==> src/rtl/pinseq_pkg.sv <==
package pinseq_pkg;

    // Register selected by one sequencer step
    typedef enum logic [1:0] {
        SEL_CFG0 = 2'd0,
        SEL_CFG1 = 2'd1,
        SEL_CFG2 = 2'd2,
        SEL_DATA = 2'd3
    } reg_sel_e;

    typedef enum logic [1:0] {
        PH_IDLE   = 2'd0,
        PH_WRITE  = 2'd1,
        PH_FINISH = 2'd2
    } phase_e;

    localparam int MODE_W        = 3;
    localparam int STEP_W        = 2;
    localparam int NORMAL_STEPS  = 3;
    localparam int BRINGUP_STEPS = 4;

    // Pad mode codes {plane2, plane1, plane0}
    localparam logic [MODE_W-1:0] MODE_ANALOG   = 3'b000;
    localparam logic [MODE_W-1:0] MODE_IN_FLT_A = 3'b001;
    localparam logic [MODE_W-1:0] MODE_IN_FLT_B = 3'b010;
    localparam logic [MODE_W-1:0] MODE_IN_PULL  = 3'b011;
    localparam logic [MODE_W-1:0] MODE_OUT_OD   = 3'b100;
    localparam logic [MODE_W-1:0] MODE_OUT_PP   = 3'b101;
    localparam logic [MODE_W-1:0] MODE_AF_OD    = 3'b110;
    localparam logic [MODE_W-1:0] MODE_AF_PP    = 3'b111;

endpackage

==> src/rtl/pinseq_order_class.sv <==
module pinseq_order_class
    import pinseq_pkg::*;
(
    input  logic [MODE_W-1:0] cur_mode_i,
    input  logic [MODE_W-1:0] tgt_mode_i,
    output logic              reverse_o,
    output logic              same_o
);

    logic from_pull;
    logic from_float;
    logic to_pull_class;
    logic to_float_class;

    always_comb begin
        from_pull      = (cur_mode_i == MODE_IN_PULL);
        from_float     = (cur_mode_i == MODE_IN_FLT_A) || (cur_mode_i == MODE_IN_FLT_B);
        // Targets that need plane0 first when leaving a weak-pull input
        to_pull_class  = (tgt_mode_i == MODE_OUT_OD) || (tgt_mode_i == MODE_OUT_PP)
                       || (tgt_mode_i == MODE_AF_OD);
        // Targets that need plane0 first when leaving a floating input
        to_float_class = (tgt_mode_i == MODE_OUT_OD) || (tgt_mode_i == MODE_AF_OD);
        reverse_o      = (from_pull && to_pull_class) || (from_float && to_float_class);
        same_o         = (cur_mode_i == tgt_mode_i);
    end

endmodule

==> src/rtl/pinseq_step_decode.sv <==
module pinseq_step_decode
    import pinseq_pkg::*;
(
    input  logic [STEP_W-1:0] step_i,
    input  logic              reverse_i,
    input  logic              bringup_i,
    input  logic [MODE_W-1:0] tgt_mode_i,
    output reg_sel_e          sel_o,
    output logic              bit_o
);

    logic [STEP_W-1:0] plane;

    always_comb begin
        plane = reverse_i ? step_i : (2'd2 - step_i);
        sel_o = SEL_CFG0;
        bit_o = 1'b0;
        if (bringup_i) begin
            // Pull-up first, then float, then hand over to open-drain
            case (step_i)
                2'd0:    begin sel_o = SEL_DATA; bit_o = 1'b1; end
                2'd1:    begin sel_o = SEL_CFG1; bit_o = 1'b1; end
                2'd2:    begin sel_o = SEL_CFG0; bit_o = 1'b0; end
                default: begin sel_o = SEL_CFG2; bit_o = 1'b1; end
            endcase
        end else begin
            case (plane)
                2'd0:    begin sel_o = SEL_CFG0; bit_o = tgt_mode_i[0]; end
                2'd1:    begin sel_o = SEL_CFG1; bit_o = tgt_mode_i[1]; end
                2'd2:    begin sel_o = SEL_CFG2; bit_o = tgt_mode_i[2]; end
                default: begin sel_o = SEL_CFG0; bit_o = 1'b0; end
            endcase
        end
    end

endmodule

==> src/rtl/pin_mode_sequencer.sv <==
module pin_mode_sequencer
    import pinseq_pkg::*;
#(
    parameter int PIN_W     = 16,
    parameter int ADDR_W    = 4,
    parameter int ADDR_CFG0 = 0,
    parameter int ADDR_CFG1 = 1,
    parameter int ADDR_CFG2 = 2,
    parameter int ADDR_DATA = 3
) (
    input  logic              clk,
    input  logic              rst_n,
    input  logic              start_i,
    input  logic [MODE_W-1:0] cur_mode_i,
    input  logic [MODE_W-1:0] tgt_mode_i,
    input  logic              bringup_i,
    input  logic [PIN_W-1:0]  pin_mask_i,
    output logic              busy_o,
    output logic              done_o,
    output logic              wr_en_o,
    output logic [ADDR_W-1:0] wr_addr_o,
    output logic [PIN_W-1:0]  wr_data_o,
    output logic [PIN_W-1:0]  wr_mask_o
);

    localparam logic [STEP_W-1:0] LAST_NORMAL  = STEP_W'(NORMAL_STEPS - 1);
    localparam logic [STEP_W-1:0] LAST_BRINGUP = STEP_W'(BRINGUP_STEPS - 1);

    typedef struct packed {
        phase_e              phase;
        logic [STEP_W-1:0]   step;
        logic                rev;
        logic                bring;
        logic [MODE_W-1:0]   tgt;
        logic [PIN_W-1:0]    mask;
        logic                wr_en;
        logic [ADDR_W-1:0]   addr;
        logic [PIN_W-1:0]    data;
        logic                done;
    } seq_state_t;

    seq_state_t st_d, st_q;

    logic              cls_reverse;
    logic              cls_same;
    logic              idle;
    logic [STEP_W-1:0] dec_step;
    logic              dec_rev;
    logic              dec_bring;
    logic [MODE_W-1:0] dec_tgt;
    reg_sel_e          dec_sel;
    logic              dec_bit;
    logic              at_last;

    pinseq_order_class u_class (
        .cur_mode_i (cur_mode_i),
        .tgt_mode_i (tgt_mode_i),
        .reverse_o  (cls_reverse),
        .same_o     (cls_same)
    );

    // The decoder looks one step ahead so that writes leave a register
    pinseq_step_decode u_decode (
        .step_i     (dec_step),
        .reverse_i  (dec_rev),
        .bringup_i  (dec_bring),
        .tgt_mode_i (dec_tgt),
        .sel_o      (dec_sel),
        .bit_o      (dec_bit)
    );

    function automatic logic [ADDR_W-1:0] sel_to_addr(input reg_sel_e sel);
        case (sel)
            SEL_CFG0: sel_to_addr = ADDR_W'(ADDR_CFG0);
            SEL_CFG1: sel_to_addr = ADDR_W'(ADDR_CFG1);
            SEL_CFG2: sel_to_addr = ADDR_W'(ADDR_CFG2);
            default:  sel_to_addr = ADDR_W'(ADDR_DATA);
        endcase
    endfunction

    always_comb begin
        idle      = (st_q.phase == PH_IDLE);
        dec_step  = idle ? '0 : st_q.step + 1'b1;
        dec_rev   = idle ? cls_reverse : st_q.rev;
        dec_bring = idle ? bringup_i : st_q.bring;
        dec_tgt   = idle ? tgt_mode_i : st_q.tgt;
        at_last   = (st_q.step == (st_q.bring ? LAST_BRINGUP : LAST_NORMAL));

        st_d       = st_q;
        st_d.wr_en = 1'b0;
        st_d.done  = 1'b0;

        case (st_q.phase)
            PH_IDLE: begin
                if (start_i) begin
                    if (!bringup_i && cls_same) begin
                        st_d.done = 1'b1;
                    end else begin
                        st_d.phase = PH_WRITE;
                        st_d.step  = '0;
                        st_d.rev   = cls_reverse;
                        st_d.bring = bringup_i;
                        st_d.tgt   = tgt_mode_i;
                        st_d.mask  = pin_mask_i;
                        st_d.wr_en = 1'b1;
                        st_d.addr  = sel_to_addr(dec_sel);
                        st_d.data  = {PIN_W{dec_bit}};
                    end
                end
            end
            PH_WRITE: begin
                if (at_last) begin
                    st_d.phase = PH_FINISH;
                    st_d.done  = 1'b1;
                end else begin
                    st_d.step  = dec_step;
                    st_d.wr_en = 1'b1;
                    st_d.addr  = sel_to_addr(dec_sel);
                    st_d.data  = {PIN_W{dec_bit}};
                end
            end
            default: begin
                st_d.phase = PH_IDLE;
            end
        endcase
    end

    always_ff @(posedge clk or negedge rst_n) begin
        if (!rst_n) begin
            st_q <= '0;
        end else begin
            st_q <= st_d;
        end
    end

    assign busy_o    = (st_q.phase != PH_IDLE);
    assign done_o    = st_q.done;
    assign wr_en_o   = st_q.wr_en;
    assign wr_addr_o = st_q.addr;
    assign wr_data_o = st_q.data;
    assign wr_mask_o = st_q.mask;

    AST_WRITE_NEEDS_BUSY: assert property (@(posedge clk) disable iff (!rst_n)
        wr_en_o |-> busy_o);

    AST_DONE_SINGLE_PULSE: assert property (@(posedge clk) disable iff (!rst_n)
        done_o |=> !done_o);

    AST_DONE_WITHOUT_WRITE: assert property (@(posedge clk) disable iff (!rst_n)
        done_o |-> !wr_en_o);

    AST_SAME_MODE_NO_WRITE: assert property (@(posedge clk) disable iff (!rst_n)
        (start_i && !busy_o && !bringup_i && (cur_mode_i == tgt_mode_i))
        |=> (done_o && !busy_o && !wr_en_o));

    AST_BUSY_KEEPS_REQUEST: assert property (@(posedge clk) disable iff (!rst_n)
        (busy_o && !done_o) |=> ($stable(st_q.tgt) && $stable(wr_mask_o)));

    AST_BRINGUP_DATA_HIGH: assert property (@(posedge clk) disable iff (!rst_n)
        (wr_en_o && st_q.bring && (wr_addr_o == ADDR_W'(ADDR_DATA))) |-> (&wr_data_o));

    AST_BRINGUP_PULL_BEFORE_FLOAT: assert property (@(posedge clk) disable iff (!rst_n)
        (wr_en_o && st_q.bring && (wr_addr_o == ADDR_W'(ADDR_CFG0)))
        |-> ($past(wr_en_o) && ($past(wr_addr_o) == ADDR_W'(ADDR_CFG1)) && $past(wr_data_o[0])));

endmodule

==> config.mk <==
export PLATFORM = sky130hd
export DESIGN_NAME = pin_mode_sequencer
export DESIGN_NICKNAME = d
export VERILOG_FILES = /design/src/rtl/pinseq_pkg.sv /design/src/rtl/pinseq_order_class.sv /design/src/rtl/pinseq_step_decode.sv /design/src/rtl/pin_mode_sequencer.sv
export SDC_FILE = /design/constraint.sdc
export NUM_CORES = 1
export LEC_CHECK = 0
export ABC_AREA = 1
export BUFFER_PORTS_ARGS = -buffer_cell sky130_fd_sc_hd__buf_2
export CORE_MARGIN = 2
export CORE_UTILIZATION = 49
export CTS_CLUSTER_DIAMETER = 50
export DETAILED_ROUTE_END_ITERATION = 6
export PLACE_DENSITY = 0.87
export SLEW_MARGIN = 5
export SYNTH_ARGS = -nofsm -noshare
export SYNTH_HDL_FRONTEND = slang
export SYNTH_SLANG_ARGS = --single-unit
export TNS_END_PERCENT = 5
==> constraint.sdc <==
create_clock -name clk -period 2.6 [get_ports clk]
set_clock_uncertainty 0.05 [all_clocks]
set_input_delay 0.13 -clock clk [delete_from_list [all_inputs] [get_ports clk]]
set_output_delay 0.13 -clock clk [all_outputs]
set_load 0.1 [all_outputs]
==> results of run 1 <==
[metrics by stage]
| stage | utilization | hold slack, ps | area [sq um] | worst slack, ps |
|---|---|---|---|---|
| floorplan | - | -216 | 1730 | 718 |
| global placement | 0.539 | 151 | 1810 | 707 |
| detailed placement | 0.539 | 160 | 1810 | 542 |
| CTS | 0.615 | 5.30 | 2070 | 508 |
| global route | 0.615 | 34.4 | 2070 | 226 |
| finish | 0.615 | 12.6 | 2070 | 493 |
[registers in the layout, summed over array words and instances, names as in the netlist]
register,cells
done_o,1
st_q,9
wr_addr_o,2
wr_data_o,1
wr_en_o,1
wr_mask_o,16
[synth_stat cells]
library cell               count
sky130_fd_sc_hd__a21oi_1       5
sky130_fd_sc_hd__a31o_2        1
sky130_fd_sc_hd__and3_1        1
sky130_fd_sc_hd__buf_2         5
sky130_fd_sc_hd__buf_4        36
sky130_fd_sc_hd__conb_1        1
sky130_fd_sc_hd__dfrtp_1      30
sky130_fd_sc_hd__ha_1          5
sky130_fd_sc_hd__inv_1        19
sky130_fd_sc_hd__inv_2         4
sky130_fd_sc_hd__nand2_1      77
sky130_fd_sc_hd__nand3_1       5
sky130_fd_sc_hd__nand4_1       3
sky130_fd_sc_hd__nor2_1        9
sky130_fd_sc_hd__nor2_2        2
sky130_fd_sc_hd__nor3_1        1
sky130_fd_sc_hd__nor3_4        1
sky130_fd_sc_hd__o211ai_1      1
sky130_fd_sc_hd__o21ai_0       7
sky130_fd_sc_hd__o21ai_1       2
sky130_fd_sc_hd__o221ai_1      1
sky130_fd_sc_hd__o22ai_1       1
sky130_fd_sc_hd__or2_2         1
sky130_fd_sc_hd__xnor2_1       1
[area by class of cell]
type,count,share of cell area
flip-flops and latches,30,0.363
repair buffers,83,0.249
clock buffers,6,0.0248
well taps,46,0.0278
inverters,23,0.0418
multi-input cells,126,0.287
clock inverters,2,0.00605
[logic make-up (layout without fill, tap and decap cells)]
| family | Yosys count | count (layout) | synth area share |
|---|---|---|---|
| AOI/OAI and AO/OA | 18 | 18 | 0.0589 |
| xor gates and xnor gates | 1 | 1 | 0.00509 |
| adders and majority gates | 5 | 5 | 0.0363 |
| buffers and inverters | 64 | 114 | 0.222 |
| DFF | 30 | 30 | 0.436 |
| other | 1 | 2 | 0.00218 |
| and+or+nand+nor | 100 | 100 | 0.240 |
[metal layers]
metal  global-route usage  vias up  wire, um
met1                0.219      678      1460
met4               0.0707        0        67
met5                    0        -         0
met2                0.334       53      1790
met3               0.0571        7       240
li1                     -      738         -
[cell usage in the layout, fill, tap and decap left out, types with 2 or more instances in the layout]
cell type                       count
sky130_fd_sc_hd__o21ai_0            7
sky130_fd_sc_hd__ha_1               5
sky130_fd_sc_hd__nand3_1            5
sky130_fd_sc_hd__inv_2              4
sky130_fd_sc_hd__buf_2             62
sky130_fd_sc_hd__buf_4              2
sky130_fd_sc_hd__dlygate4sd3_1     19
sky130_fd_sc_hd__nand2_1           77
sky130_fd_sc_hd__inv_1             19
sky130_fd_sc_hd__nor2_1             9
sky130_fd_sc_hd__clkbuf_4           5
sky130_fd_sc_hd__conb_1             2
sky130_fd_sc_hd__a21oi_1            5
sky130_fd_sc_hd__dfrtp_1           30
sky130_fd_sc_hd__o21ai_1            2
sky130_fd_sc_hd__nand4_1            3
sky130_fd_sc_hd__nor2_2             2
[path summary, 6_finish.rpt]
path | start | end | slack [ps] | cells after the start
min in group asynchronous | rst_n | st_q[43] | 310 | 2
max in group asynchronous | rst_n | wr_en_o | 1750 | 2
hold reg to reg | wr_mask_o[9] | wr_mask_o[9] | 420 | 2
setup / recovery | st_q[46] | wr_data_o[14] | 490 | 15
hold / removal | tgt_mode_i[2] | st_q[40] | 10 | 3
setup reg to reg | st_q[46] | wr_data_o[14] | 490 | 15
[critical path, delay by kind of cell, from the launching register on]
family / cells / cell delay, ps
flip-flops: 1 / 390
adder cells (fa/ha/maj): 1 / 320
AND/OR/NAND/NOR: 10 / 770
buffers and inverters: 4 / 440
[what timing repair did]
item,in CTS,in global routing
hold buffers,19,0
hold endpoints to repair,48,0
setup buffers,0,0
==> impl_metrics.env, run 1 <==
export IMPL_drv_cap=0
export IMPL_worst_ep_arrival_time_ps=2280
export IMPL_detail_route_drc_violations=0
export IMPL_fraction_of_synthesized_cell_area_taken_by_the_top_area_cell_type=0.436
export IMPL_antenna_violations_before_repair=0
export IMPL_gp_congestion=0.792
export IMPL_grt_first_pass_wirelength_um=5930
export IMPL_holdCritPathClass="primary input to register"
export IMPL_start_kind="register"
export IMPL_die_y_um=63.3
export IMPL_synthesis_area_per_instance_sq_um=7.86
export IMPL_cts_root_buffer="sky130_fd_sc_hd__clkbuf_4"
export IMPL_clock_fmax_ghz=0.475
export IMPL_synth_cell_types=24
export IMPL_status="complete, no violations"
export IMPL_fillCellCount=303
export IMPL_yosysWarningCount=0
export IMPL_finish_cell_count_without_fillers=316
export IMPL_syn_area_sq_um=1720
export IMPL_detailroute_via_count=1476
export IMPL_ctsLongestPathBuffers=2
export IMPL_grt_overflow_total=0
export IMPL_post_route_min_period_ps=2110
export IMPL_maximum_number_of_pins_on_one_net_before_global_route_repair=31
export IMPL_worst_endpoint_required_ps=2770
export IMPL_tritoncts_num_sinks=30
export IMPL_worstPathCellList="nor2_1, buf_4, nor2_1, inv_1, ha_1, inv_1, nand3_1, nand3_1, nand2_1, inv_1, nand2_1, nand2_1, nand2_1, nand2_1, nand2_1"
export IMPL_wirelength_um=3560
export IMPL_synthToLayoutAreaGrowth_pct=20.1
export IMPL_finalHoldViolations=0
export IMPL_finalNetCount=300
export IMPL_drive_gt1_frac=0.300
export IMPL_via_per_inst=4.67
export IMPL_ff_latch_area_sq_um=751
export IMPL_num_antenna_cells=0
export IMPL_clock_insertion_delay_worst_skew_ps=340
export IMPL_io_pins=65
export IMPL_chipWidth_um=63.3
export IMPL_design_core_area_sq_um=3360
export IMPL_place_inst=289
export IMPL_worstSetupEndpointType="register"
export IMPL_initialDrtViolationCount=34
export IMPL_h_tree_depth=2
export IMPL_setup_viol_count_final=0
export IMPL_rows=21
export IMPL_postSynthCellCount=219
export IMPL_path_max_fanout=11
export IMPL_fin_setup_tns_ps=0
export IMPL_first_pass_iters=5
export IMPL_synth_largest_area_cell="sky130_fd_sc_hd__dfrtp_1"
export IMPL_cts_tree="done"
export IMPL_cts_resized=0
export IMPL_die_area_sq_um=4000
export IMPL_worst_pin_slew_ps=653
export IMPL_drt_wirelength_per_cell_um=11.3
export IMPL_cts_made_buffers=5
export IMPL_max_slew_margin=0.564
export IMPL_drv_slew=0
export IMPL_grt_setup_unrepaired="false"
export IMPL_multi_input_area_sq_um=593
export IMPL_synth_area_leaders="sky130_fd_sc_hd__dfrtp_1, sky130_fd_sc_hd__nand2_1, sky130_fd_sc_hd__buf_4, sky130_fd_sc_hd__inv_1, sky130_fd_sc_hd__ha_1"
export IMPL_vias_in_the_first_global_route=1376
export IMPL_slowest_stage="sky130_fd_sc_hd__dfrtp_1"
export IMPL_worstSetupPathType="register to register"
export IMPL_ant_nets=0
export IMPL_synth_yosys_seq_area_share=0.436
export IMPL_synth_ff_latch_count=30
export IMPL_start_util=0.512
export IMPL_gr_usage_all_layers=0.190
export IMPL_clkTransAtPathRegs_ps=110
export IMPL_crit_path_top_cell_by_count="sky130_fd_sc_hd__nand2_1"
export IMPL_crit_path_max_incr_delay_ps=390
export IMPL_detailed_place_hpwl_um=2370
export IMPL_buffers_on_ports=62
export IMPL_timing_final_crit_share=0.810
Power of run 1 is not shown: default switching activity piles up to over one toggle a cycle in this logic, so the estimate is an artifact.
==> inputs of run 2 (changes only) <==
- CORE_UTILIZATION: 49 -> 44
- PLACE_DENSITY: 0.87 -> 0.83
- clock period: 2.6 -> 1.7 ns (I/O delays scaled with it)
==> impl_metrics.env, run 2 (synthesis results as in run 1) <==
export IMPL_drv_slew=0
export IMPL_worstSetupEndpointType="register"
export IMPL_io_pins=65
export IMPL_start_util=0.463
export IMPL_worst_ep_arrival_time_ps=1920
export IMPL_finish_cell_count_without_fillers=337
export IMPL_path_max_fanout=3
export IMPL_min_delay_path_depth=2
export IMPL_maximum_number_of_pins_on_one_net_before_global_route_repair=31
export IMPL_worst_endpoint_required_ps=1840
export IMPL_drv_cap=0
export IMPL_worstRegToRegCells=15
export IMPL_largest_register_ff_count=16
export IMPL_rows=22
export IMPL_grt_overflow_total=0
export IMPL_setup_viol_count_final=7
export IMPL_fillCellCount=303
export IMPL_detailed_place_hpwl_um=2490
export IMPL_chipWidth_um=66.6
export IMPL_layout_common_cells="sky130_fd_sc_hd__nand2_1, sky130_fd_sc_hd__buf_2, sky130_fd_sc_hd__dfrtp_1, sky130_fd_sc_hd__buf_4, sky130_fd_sc_hd__dlygate4sd3_1"
export IMPL_grt_first_pass_wirelength_um=6780
export IMPL_buffers_on_ports=62
export IMPL_status="finished, violations left"
export IMPL_synthToLayoutAreaGrowth_pct=33.4
export IMPL_clkTransAtPathRegs_ps=70
export IMPL_via_per_inst=4.65
export IMPL_max_slew_margin=0.570
export IMPL_failed_checks="negative setup slack"
export IMPL_place_inst=303
export IMPL_first_pass_iters=4
export IMPL_gp_congestion=0.871
export IMPL_holdCritPathClass="primary input to register"
export IMPL_worstHoldEndpoint="done_o"
export IMPL_detail_route_drc_violations=0
export IMPL_drive_gt1_frac=0.394
export IMPL_cts_root_buffer="sky130_fd_sc_hd__clkbuf_8"
export IMPL_wirelength_um=4010
export IMPL_most_frequent_standard_cell_in_the_layout_excluding_fill_and_tap_cells="sky130_fd_sc_hd__nand2_1"
export IMPL_clock_insertion_delay_worst_skew_ps=290
export IMPL_crit_reg2reg_capture="wr_data_o[14]"
export IMPL_r2r_slack_ps=-80
export IMPL_detailroute_via_count=1566
export IMPL_h_tree_depth=2
export IMPL_drt_wirelength_per_cell_um=11.9
export IMPL_worst_pin_slew_ps=644
export IMPL_cts_made_buffers=5
export IMPL_r2r_startpoint="st_q[44]"
export IMPL_num_antenna_cells=0
export IMPL_hp_start="start_i"
export IMPL_clock_fmax_ghz=0.562
export IMPL_startpoint="st_q[44]"
export IMPL_antenna_violations_before_repair=0
export IMPL_ant_nets=0
export IMPL_finalNetCount=320
export IMPL_tritoncts_num_sinks=30
export IMPL_timing_final_crit_share=1.05
export IMPL_ff_latch_area_sq_um=751
export IMPL_multi_input_area_sq_um=654
export IMPL_post_route_min_period_ps=1780
export IMPL_design_core_area_sq_um=3720
export IMPL_start_kind="register"
export IMPL_cts_tree="done"
export IMPL_gr_usage_all_layers=0.210
export IMPL_die_y_um=66.6
export IMPL_worstSetupPathType="register to register"
export IMPL_grt_setup_unrepaired="true"
export IMPL_layout_setup_ws_ps=-80.7
export IMPL_finalHoldViolations=0
export IMPL_ctsLongestPathBuffers=2
export IMPL_initialDrtViolationCount=43
export IMPL_die_area_sq_um=4430
export IMPL_vias_in_the_first_global_route=1535
==> run 2: changes by cell type in the layout (fill, tap and decap cells not counted), sizes merged <==
| cell | change |
|---|---|
| buf | +21 |
| clkbuf | -1 |
| clkinv | +1 |
| dlygate4sd3 | -1 |
| inv | -1 |
==> run 2: routing by layer <==
layer	up-vias	share of wire	GRT usage
li1	776	-	-
met1	721	0.41	0.240
met2	60	0.50	0.343
met3	9	0.057	0.0608
met4	0	0.032	0.133
met5	-	0	0
==> run 2: cell type report <==
class	count	area share
repair buffers	103	0.289
flip-flops and latches	30	0.327
well taps	48	0.0261
multi-input cells	126	0.285
clock inverters	2	0.00436
inverters	23	0.0392
clock buffers	5	0.0300
==> run 2: worst max-delay path by stage <==
| stage | to | depth (start not counted) | slack (ps) |
|---|---|---|---|
| floorplan | st_q[39] | 7 | -180 |
| global placement | wr_data_o[14] | 15 | -80 |
| detailed placement | wr_data_o[14] | 15 | -140 |
| CTS | wr_data_o[14] | 15 | -50 |
| global route | wr_data_o[14] | 14 | -250 |
| finish | wr_data_o[14] | 15 | -80 |
==> run 2: what timing repair did <==
| action | 4_1_cts | 5_1_grt |
|---|---|---|
| buffers inserted | 9 | 0 |
| hold buffers | 18 | 0 |
| endpoints found under the hold margin | 47 | 0 |
| pin swaps | 2 | 3 |
| gates resized for setup | 6 | 10 |
| endpoints found under the setup margin | 2 | 28 |
==> run 2: stage by stage <==
step | util | TNS, ps | worst slack [ps] | area [sq um] | hold WS [ps]
floorplan | - | -4110 | -179 | 1730 | -261
global placement | 0.514 | -79.8 | -79.8 | 1910 | 102
detailed placement | 0.514 | -142 | -142 | 1910 | 99.7
CTS | 0.607 | -51.7 | -51.7 | 2260 | 4.72
global route | 0.618 | -3110 | -251 | 2300 | 21.5
finish | 0.618 | -179 | -80.7 | 2300 | 13.7
==> run 2: critical path, stage by stage, from the launching register on <==
cell	delay, ps
sky130_fd_sc_hd__dfrtp_1	400
sky130_fd_sc_hd__or2_4	160
sky130_fd_sc_hd__nand2_4	60
sky130_fd_sc_hd__nor2_4	110
sky130_fd_sc_hd__inv_2	60
sky130_fd_sc_hd__buf_4	130
sky130_fd_sc_hd__buf_4	130
sky130_fd_sc_hd__ha_2	150
sky130_fd_sc_hd__o211ai_1	80
sky130_fd_sc_hd__nand2_1	70
sky130_fd_sc_hd__inv_1	50
sky130_fd_sc_hd__nand2_1	40
sky130_fd_sc_hd__nand2_1	50
sky130_fd_sc_hd__nand2_1	40
sky130_fd_sc_hd__nand2_1	50
sky130_fd_sc_hd__nand2_1	40
Power of run 2 is left out for the same reason.
